===== config.mk =====
export PLATFORM = sky130hd
export DESIGN_NAME = mdio_c45_master
export DESIGN_NICKNAME = d
export VERILOG_FILES = /design/src/rtl/mdio_c45_master.sv
export SDC_FILE = /design/constraint.sdc
export NUM_CORES = 1
export LEC_CHECK = 0
export ABC_AREA = 1
export BUFFER_PORTS_ARGS = -buffer_cell sky130_fd_sc_hd__buf_4
export CORE_UTILIZATION = 56
export DETAILED_ROUTE_END_ITERATION = 12
export GPL_ROUTABILITY_DRIVEN = 1
export HOLD_SLACK_MARGIN = 0.03
export PLACE_DENSITY = 0.86
export SLEW_MARGIN = 10
export SYNTH_ARGS = -nofsm -noshare
export SYNTH_HDL_FRONTEND = slang
export SYNTH_SLANG_ARGS = --single-unit

===== constraint.sdc =====
create_clock -name clk -period 1.8 [get_ports clk]
set_input_delay 0.36 -clock clk [delete_from_list [all_inputs] [get_ports clk]]
set_output_delay 0.36 -clock clk [all_outputs]
set_load 0.01 [all_outputs]

===== src/rtl/mdio_c45_master.sv =====
module mdio_c45_master #(
  parameter int HALF_DIV = 4
) (
  input  logic        clk,
  input  logic        rst_n,
  input  logic        start,
  input  logic [1:0]  op,
  input  logic [4:0]  port_addr,
  input  logic [4:0]  dev_addr,
  input  logic [15:0] payload,
  input  logic        mdio_in,
  output logic        mdc,
  output logic        mdio_oe,
  output logic        mdio_out,
  output logic        busy,
  output logic        done,
  output logic [15:0] rd_data
);
  localparam int CW = (HALF_DIV > 1) ? $clog2(HALF_DIV) : 1;
  localparam logic [CW-1:0] CNT_LAST = CW'(HALF_DIV - 1);

  logic [CW-1:0] cnt;
  logic [6:0]    bitn;
  logic [63:0]   sr;
  logic          is_rd;

  wire accept   = start && !busy && (op != 2'b10);
  wire in_data  = (bitn >= 7'd48) && (bitn < 7'd64);
  wire [63:0] frame = {32'hFFFF_FFFF, 2'b00, op, port_addr, dev_addr,
                       (op == 2'b11) ? 2'b00 : 2'b10, payload};

  assign mdio_oe  = busy && (bitn < 7'd46 || (!is_rd && bitn < 7'd64));
  assign mdio_out = mdio_oe & sr[63];

  always_ff @(posedge clk) begin
    if (!rst_n) begin
      busy    <= 1'b0;
      done    <= 1'b0;
      mdc     <= 1'b0;
      cnt     <= '0;
      bitn    <= '0;
      sr      <= '0;
      is_rd   <= 1'b0;
      rd_data <= '0;
    end else begin
      done <= 1'b0;
      if (!busy) begin
        if (accept) begin
          busy  <= 1'b1;
          sr    <= frame;
          bitn  <= '0;
          cnt   <= '0;
          mdc   <= 1'b0;
          is_rd <= (op == 2'b11);
        end
      end else if (cnt == CNT_LAST) begin
        cnt <= '0;
        mdc <= ~mdc;
        if (!mdc) begin
          if (is_rd && in_data) rd_data <= {rd_data[14:0], mdio_in};
        end else begin
          sr <= {sr[62:0], 1'b0};
          if (bitn == 7'd63) done <= 1'b1;
          if (bitn == 7'd64) busy <= 1'b0;
          else bitn <= bitn + 7'd1;
        end
      end else begin
        cnt <= cnt + CW'(1);
      end
    end
  end
endmodule


After elaboration in Yosys (flattened, before gate mapping)
Cells that the tools add are included.
- bitwise gates (word level): 3
- shifts and indexed selects: 0
- multipliers: 0
- add/sub/neg operators: 2
- divide/modulo/power cells: 0
- equal/unequal tests: 8
- $lt $le $gt $ge: 3
- muxes and demuxes: 22
- reductions and logical operators: 16
- operators by type and width (kind ; number):
    64-bit two-way mux ; 4
    7-bit two-way mux ; 5
    4-bit AND reduction ; 3
    1-bit two-way mux ; 9
    2-bit two-way mux ; 4
    7-bit by 1-bit adder with 7-bit output (second input constant) ; 1
    7-bit by 6-bit == test with 1-bit output (second input constant) ; 1
    7-bit == test (second input constant) ; 1
    7-bit by 6-bit greater-or-equal comparator with 1-bit output (second input constant) ; 1
    7-bit by 6-bit less-than comparator with 1-bit output (second input constant) ; 1
    7-bit less-than comparator (second input constant) ; 1
    1-bit logical AND ; 6
    2-bit != test (second input constant) ; 3
    2-bit == test (second input constant) ; 2
    2-bit AND reduction ; 2
    3-bit AND reduction ; 1
    2-bit by 1-bit adder with 2-bit output (second input constant) ; 1
    1-bit zero test ; 2
    2-bit by 1-bit != test with 1-bit output (second input constant) ; 1
    1-bit inverter ; 2
    2-bit nonzero test ; 1
    1-bit AND ; 1
    1-bit logical OR ; 1
- latch bits: 0
- memories kept: 0
- register bits after elaboration: 93
- memory bits (read-only): 0
- bits of input ports: 32
- word-level logic and storage cells: 62
- RAM bits: 0

Longest topological paths before layout
Gate-level depths: netlist (run 1).
- depth in word-level cells: 5
- gate-level depth with buffers: 9
- mapped depth without buffers: 8

Worst setup path after synthesis (run 1)
No wires, ideal clock.
- path kind: register to output
- from: reg busy
- to: out mdio_out
- arrival: 1.225 ns
- setup slack: 0.215 ns
- path buffers: 3
- required time: 1.440 ns
- stages on the path, launching flop included: 6
- cell sequence: dfxtp_1 buf_6 buf_2 buf_2 nand2_1 nor3_1
- word-level cells in the longest chain between the ends: 2
- RTL lines (what ; RTL line ; RTL):
    start, declared ; 15 ; output logic busy,
    start signal, assigned ; 37 ; busy <= 1'b0;
    start signal, assigned ; 49 ; busy <= 1'b1;
    start signal, assigned ; 64 ; if (bitn == 7'd64) busy <= 1'b0;
    1-bit logical AND ; 32 ; assign mdio_oe = busy && (bitn < 7'd46 || (!is_rd && bitn < 7'd64));
    1-bit AND ; 33 ; assign mdio_out = mdio_oe & sr[63];
    end, declared ; 14 ; output logic mdio_out,
Every way passes these cells.

Worst setup path in the final report (run 1)
- from: reg bitn[4]
- to: out mdio_oe
- word-level cells in the longest chain between the ends: 4
- RTL lines (what ; RTL line ; RTL):
    start, declared ; 23 ; logic [6:0] bitn;
    start signal, assigned ; 65 ; else bitn <= bitn + 7'd1;
    7-bit less-than comparator ; 32 ;
    1-bit logical AND ; 32 ;
    1-bit logical OR * ; 32 ;
    1-bit logical AND * ; 32 ;
    end, declared ; 13 ; output logic mdio_oe,
Every way passes the cells marked *; elsewhere a longest branch is shown, timed or not.

==> metrics, run 1 <==
proportion of power drawn by the clock network=35.3%; HP Start=payload[4]; Ys Warns=0; slowest stage delay, CP=0.39 ns; worst setup margin=0.07289 ns; max_cap viols=0; H-tree level count=3; initial core utilization=58.91%; pin count of the biggest net entering global routing=39; die area=7128 sq um; Max Fanout on Critical Path=5; Max Root-Sink Buffers=2; Placer Congestion=0.8664; Pint=3.061 mW; Final ANT Viol Nets=0; antenna cells=0; synthesized flop and latch total=93; Seq/Total Area, Yosys=48.93%; Core Region=6459 sq um; nets=563; Syn-to-layout area delta=17.43%; CTS tree=yes; Reg2Reg Depth=6; max-slew violation count=0; layout cells sized above 1=19.89%; Critical Path RT=1.44 ns; antenna violations before repair=0; reg-to-reg startpoint=cnt[0]; I/O Buffers=52; Global Route Usage Sum=23.80%; CP Class=reg2out; Mapped Area=3805 sq um; via density per instance=5.639; LEAKAGE=1.866 nW; CP arrival=1.37 ns; ys flop type=dfxtp_1; RSZ-0062 raised after global routing=false; fin area=4468 sq um; Crit Reg-Reg Endpoint=sr[29]; Final Hold Fails=0; Critical Path End Type=output pin; Die H=84.43 um; final setup fails=0; Routed wire per std cell=13.43 um; First DRT Iteration DRCs=208; Slew @ Worst Pin=0.3917 ns; Clk pin slew, worst setup/hold paths=0.10 ns; worst skew pair latency=0.38 ns; Peak VDD IR=0.6518 mV; first-pass GRT wire length=13.70 mm; Switching Fraction=27.57%; fin crit period=1.727 ns; cts bufs inserted=9; crit-path cells=nand2_4, nor2_4, inv_2, o21ai_1, nand2_1, nand2_2, nor2_1, buf_4; Die W=84.43 um; DRC violations left=4; Root Driver=clkbuf_8; Logic pwr share=11.1%; 1st-pass router iterations=9; Gate Count Post-Synth=485; Slowest cell on crit path=dfxtp_4; unique cell type count in the Yosys netlist=26; worst hold path type=in2reg; CTS Sinks=93; sequential share of power=53.6%; Post-synth EDFFs=0; final worst-path cycle share=95.95%; Hold Path Cell Cnt=3; post-DP HPWL=5.261 mm; synthesized area per cell=7.845 sq um; vias in the first global route=3146; Place WS=0.2934 ns; Post-DP Area=4217 sq um; worst reg2reg setup slack=0.27 ns; grt ovf=0; Row Count=29; CP Launch Type=flip-flop; Power per Cell Area=945.8 nW/um^2; Max-slew headroom=73.89%; Final Skew=0.01487 ns; Psw=1.165 mW; Max Clock Freq=579.0 MHz; Top delay family on crit path=flip-flops; asr flop ratio synth=0%; Post-Syn Nets=520; io pins=53; final WL=8.194 mm; failing checks=design-rule violations; Hold Path Sink=sr[4]; status=finished with violations; vias=3440; setup TNS=0 ns; worst path buffer plus inverter count=2
[cell families (layout without fill, tap and decap cells)]
family	after synthesis	in the layout	synth area share, %
compound gates	142	142	21.14
xor+xnor	1	1	0.2302
fa+ha+maj	3	3	0.9866
buf+inv	69	117	8.615
flops	93	93	48.93
simple gates	177	177	20.09
[worst min-delay path, cell delays in order]
cell	delay, ns
buf_4	0.11
nand2_1	0.05
a31oi_1	0.07
[sequential cells by signal, indices dropped and copies added, names as in the netlist]
register / cells
done: 1
mdc: 1
busy: 1
bitn: 7
is_rd: 1
rd_data: 16
sr: 64
cnt: 2
[cells in the mapped netlist, types with 2 or more instances]
cell type,instances,share of area (%)
nand2_1,118,12
dfxtp_1,93,49
a21oi_1,44,5.8
o21ai_1,34,4.5
inv_1,32,3.2
a31oi_1,28,4.6
nand3_1,26,3.4
o21ai_0,20,2.6
clkbuf_1,17,1.7
nor2_1,16,1.6
o221ai_1,14,3.2
buf_2,10,1.3
buf_6,6,1.8
nand4_1,5,0.82
nand2_2,4,0.66
buf_4,3,0.59
ha_1,3,0.99
nand3_2,2,0.53
nor2_4,2,0.59
nor3_1,2,0.26
[cell type report]
type,instances,area [sq um]
inverters,32,120.1
flip-flops and latches,93,1876
repair buffers,69,530.5
clock buffers,9,123.9
multi-input cells,323,1630
well taps,77,96.34
fillers,504,1991
clock inverters,7,91.34
[cell usage in the layout (no fill, tap or decap), types with 16 or more instances in the layout]
master / instances
o21ai_1: 35
a31oi_1: 28
nand2_1: 116
a21oi_1: 44
o21ai_0: 19
buf_4: 68
inv_1: 30
dfxtp_1: 86
nand3_1: 26
nor2_1: 16
[per-layer routing]
metal	up-vias	GRT usage, %	share of wire [%]
li1	1729	-	-
met1	1590	28.66	44
met2	103	41.28	49
met3	18	4.031	4.2
met4	0	11.86	2.5
met5	-	0	0
[power groups by stage]
stage | Sequential, mW | Clock (mW) | Combinational, mW
6_report | 2.27 | 1.49 | 0.467
5_1_grt | 2.28 | 1.58 | 0.522
4_1_cts | 2.27 | 1.51 | 0.465
3_5_place_dp | 2.31 | 0 | 0.460
3_3_place_gp | 2.31 | 0 | 0.447
2_1_floorplan | 2.29 | 0 | 0.343
[what timing repair did]
action / 4_1_cts / 5_1_grt
resized for setup: 5 / 11
setup endpoints to repair: 2 / 2
setup buffers: 0 / 1
hold buffers: 0 / 0
[through the flow]
step	hold WS [ns]	std cells	total power, mW	utilization [%]
global route	0.2548	610	4.385	69.18
detailed placement	0.4508	593	2.772	65.28
floorplan	0.4329	485	2.634	-
CTS	0.2399	609	4.241	68.71
finish	0.2443	610	4.226	69.18
global placement	0.4440	593	2.752	65.28
[worst max path at each step]
stage,from,endpoint,slack [ns],cells after the start
after CTS,busy,mdio_out,0.002,4
final,bitn[4],mdio_oe,0.07,8
after detailed placement,start,sr[38],0.29,8
after global placement,busy,rd_data[9],0.35,6
after floorplan,busy,mdio_out,0.21,5
after global routing,bitn[4],mdio_oe,0.007,8
Power figures use the tool's default switching activity.
==> inputs of run 2 (changes only) <==
==> constraint.sdc (replaced) <==
create_clock -name clk -period 1.8 [get_ports clk]
set_input_delay 0.36 -clock clk [delete_from_list [all_inputs] [get_ports clk]]
set_output_delay 0.36 -clock clk [all_outputs]
set_load 0.05 [all_outputs]
==> run 2 against run 1 <==
  * The flow still finishes with violations (design-rule violations)
  * Highest routed layer unchanged
  * Worst hold slack improved by 0.0041 ns
  * Largest power group unchanged
  * Via count shrank 0.96%
  * Clock power down 3%
==> metrics, run 2 (synthesis results as in run 1) <==
status=finished with violations; failing checks=design-rule violations; Post-Layout Cell Count=608; antenna violations before repair=0; 1st-pass router iterations=9; CP arrival=1.42 ns; Critical Path Sink=mdio_out; CP Class=reg2out; via density per instance=5.604; grt ovf=0; First DRT Iteration DRCs=174; fin crit period=1.776 ns; Placed Cells=591; Power per Cell Area=936.1 nW/um^2; Max-slew headroom=76.20%; Routed wire per std cell=13.15 um; RSZ-0062 raised after global routing=true; Row Count=29; Setup crit start=bitn[4]; final WL=7.995 mm; final setup fails=0; Post-CTS Hold Buffers=0; Crit Reg-Reg Endpoint=sr[35]; CTS Sinks=93; worst skew pair latency=0.37 ns; layout cells sized above 1=19.59%; final worst-path cycle share=98.67%; most frequent cells in the layout=nand2_1, dfxtp_1, buf_4; Placer Congestion=0.8856; Max Clock Freq=563.0 MHz; max reg flops=64; Root Driver=clkbuf_8; I/O Buffers=52; Final ANT Viol Nets=0; first-pass GRT wire length=14.32 mm; CTS tree=yes; biggest regs=sr (64), rd_data (16), bitn (7); Core Region=6459 sq um; Final Skew=0.01244 ns; worst hold path type=in2reg; die area=7128 sq um; Final Hold Fails=0; Clk pin slew, worst setup/hold paths=0.10 ns; Die H=84.43 um; pin count of the biggest net entering global routing=72; max-slew violation count=0; Critical Path End Type=output pin; Syn-to-layout area delta=17.72%; io pins=53; reg-to-reg startpoint=cnt[0]; Max Fanout on Critical Path=5; initial core utilization=58.91%; HP Start=payload[7]; DRC violations left=3; Max Root-Sink Buffers=2; vias in the first global route=3305; post-DP HPWL=5.168 mm; worst reg2reg setup slack=0.17 ns; Reg2Reg Depth=6; cts bufs inserted=9; H-tree level count=3; Global Route Usage Sum=24.58%; vias=3407; max_cap viols=0; antenna cells=0; most common cell after layout, fill and taps aside=nand2_1; Hold WS=0.2484 ns; Fillers=507; register with the most flip-flops=sr; Die W=84.43 um; CP Launch Type=flip-flop; Critical Path RT=1.44 ns; Peak VDD IR=0.6448 mV; LEAKAGE=1.861 nW; nets=561; Slew @ Worst Pin=0.3570 ns
==> run 2: changes by cell type in the layout (fill, tap and decap cells not counted), moves of 2 or more <==
| cell | before | now |
|---|---|---|
| inv_6 | 3 | 1 |
| buf_6 | 0 | 2 |
| buf_4 | 68 | 63 |
| dfxtp_2 | 5 | 3 |
==> run 2: worst max-delay path, cell delays in order, from the launching register on <==
cell     delay (ns)
dfxtp_4        0.38
nand2_4        0.08
nor2_4         0.04
inv_2          0.06
o21ai_1        0.06
nand2_1        0.07
nand2_2        0.08
nor3_4         0.13
buf_6          0.18
==> run 2: cell type report <==
cell class                 instances  area (sq um)  share of cell area, %
inverter                          32         120.1                  2.682
sequential                        93          1877                  41.90
clock buffer                       9         123.9                  2.765
clock inverter                     7         82.58                  1.844
multi-input combinational        323          1644                  36.70
tap                               77         96.34                  2.151
timing repair buffer              67         535.5                  11.96
==> run 2: worst min-delay path by stage <==
stage	slack, ns	depth (start not counted)	endpoint
2_1_floorplan	0.43	1	cnt[0]
3_3_place_gp	0.45	1	cnt[0]
3_5_place_dp	0.45	2	sr[43]
4_1_cts	0.24	3	sr[7]
5_1_grt	0.26	3	sr[21]
6_report	0.25	3	sr[7]
==> run 2: routing by layer <==
layer	part of all wire, %	wire, um	track usage (%)
met2	49	3953	43.22
met4	1.5	121	9.399
met1	45	3575	29.73
met3	4.3	345	5.015
met5	0	0	0
==> run 2: metrics by stage <==
stage          total power, mW   TNS, ns  utilization (%)  setup slack [ns]  area, sq um
5_1_grt                  4.381  -0.09015            69.35          -0.07111         4479
6_report                 4.193         0            69.35           0.02387         4479
3_3_place_gp             2.774         0            65.63            0.2368         4239
4_1_cts                  4.223  -0.01384            69.16          -0.01384         4467
3_5_place_dp             2.793         0            65.63            0.1839         4239
2_1_floorplan            2.662         0                -           0.01261         3839
==> run 2: power breakdown <==
| part | internal [mW] | total, mW | switching (mW) | leakage [nW] |
|---|---|---|---|---|
| combinational | 0.194 | 0.484 | 0.291 | 0.990 |
| sequential | 2.19 | 2.27 | 0.0775 | 0.767 |
| clock | 0.666 | 1.44 | 0.777 | 0.104 |
| total | 3.05 | 4.19 | 1.15 | 1.86 |
==> run 2: repair_timing <==
action,in CTS,in global routing
setup buffers,1,0
endpoints found under the setup margin,2,2
gates resized for setup,8,6
pin swaps,1,0
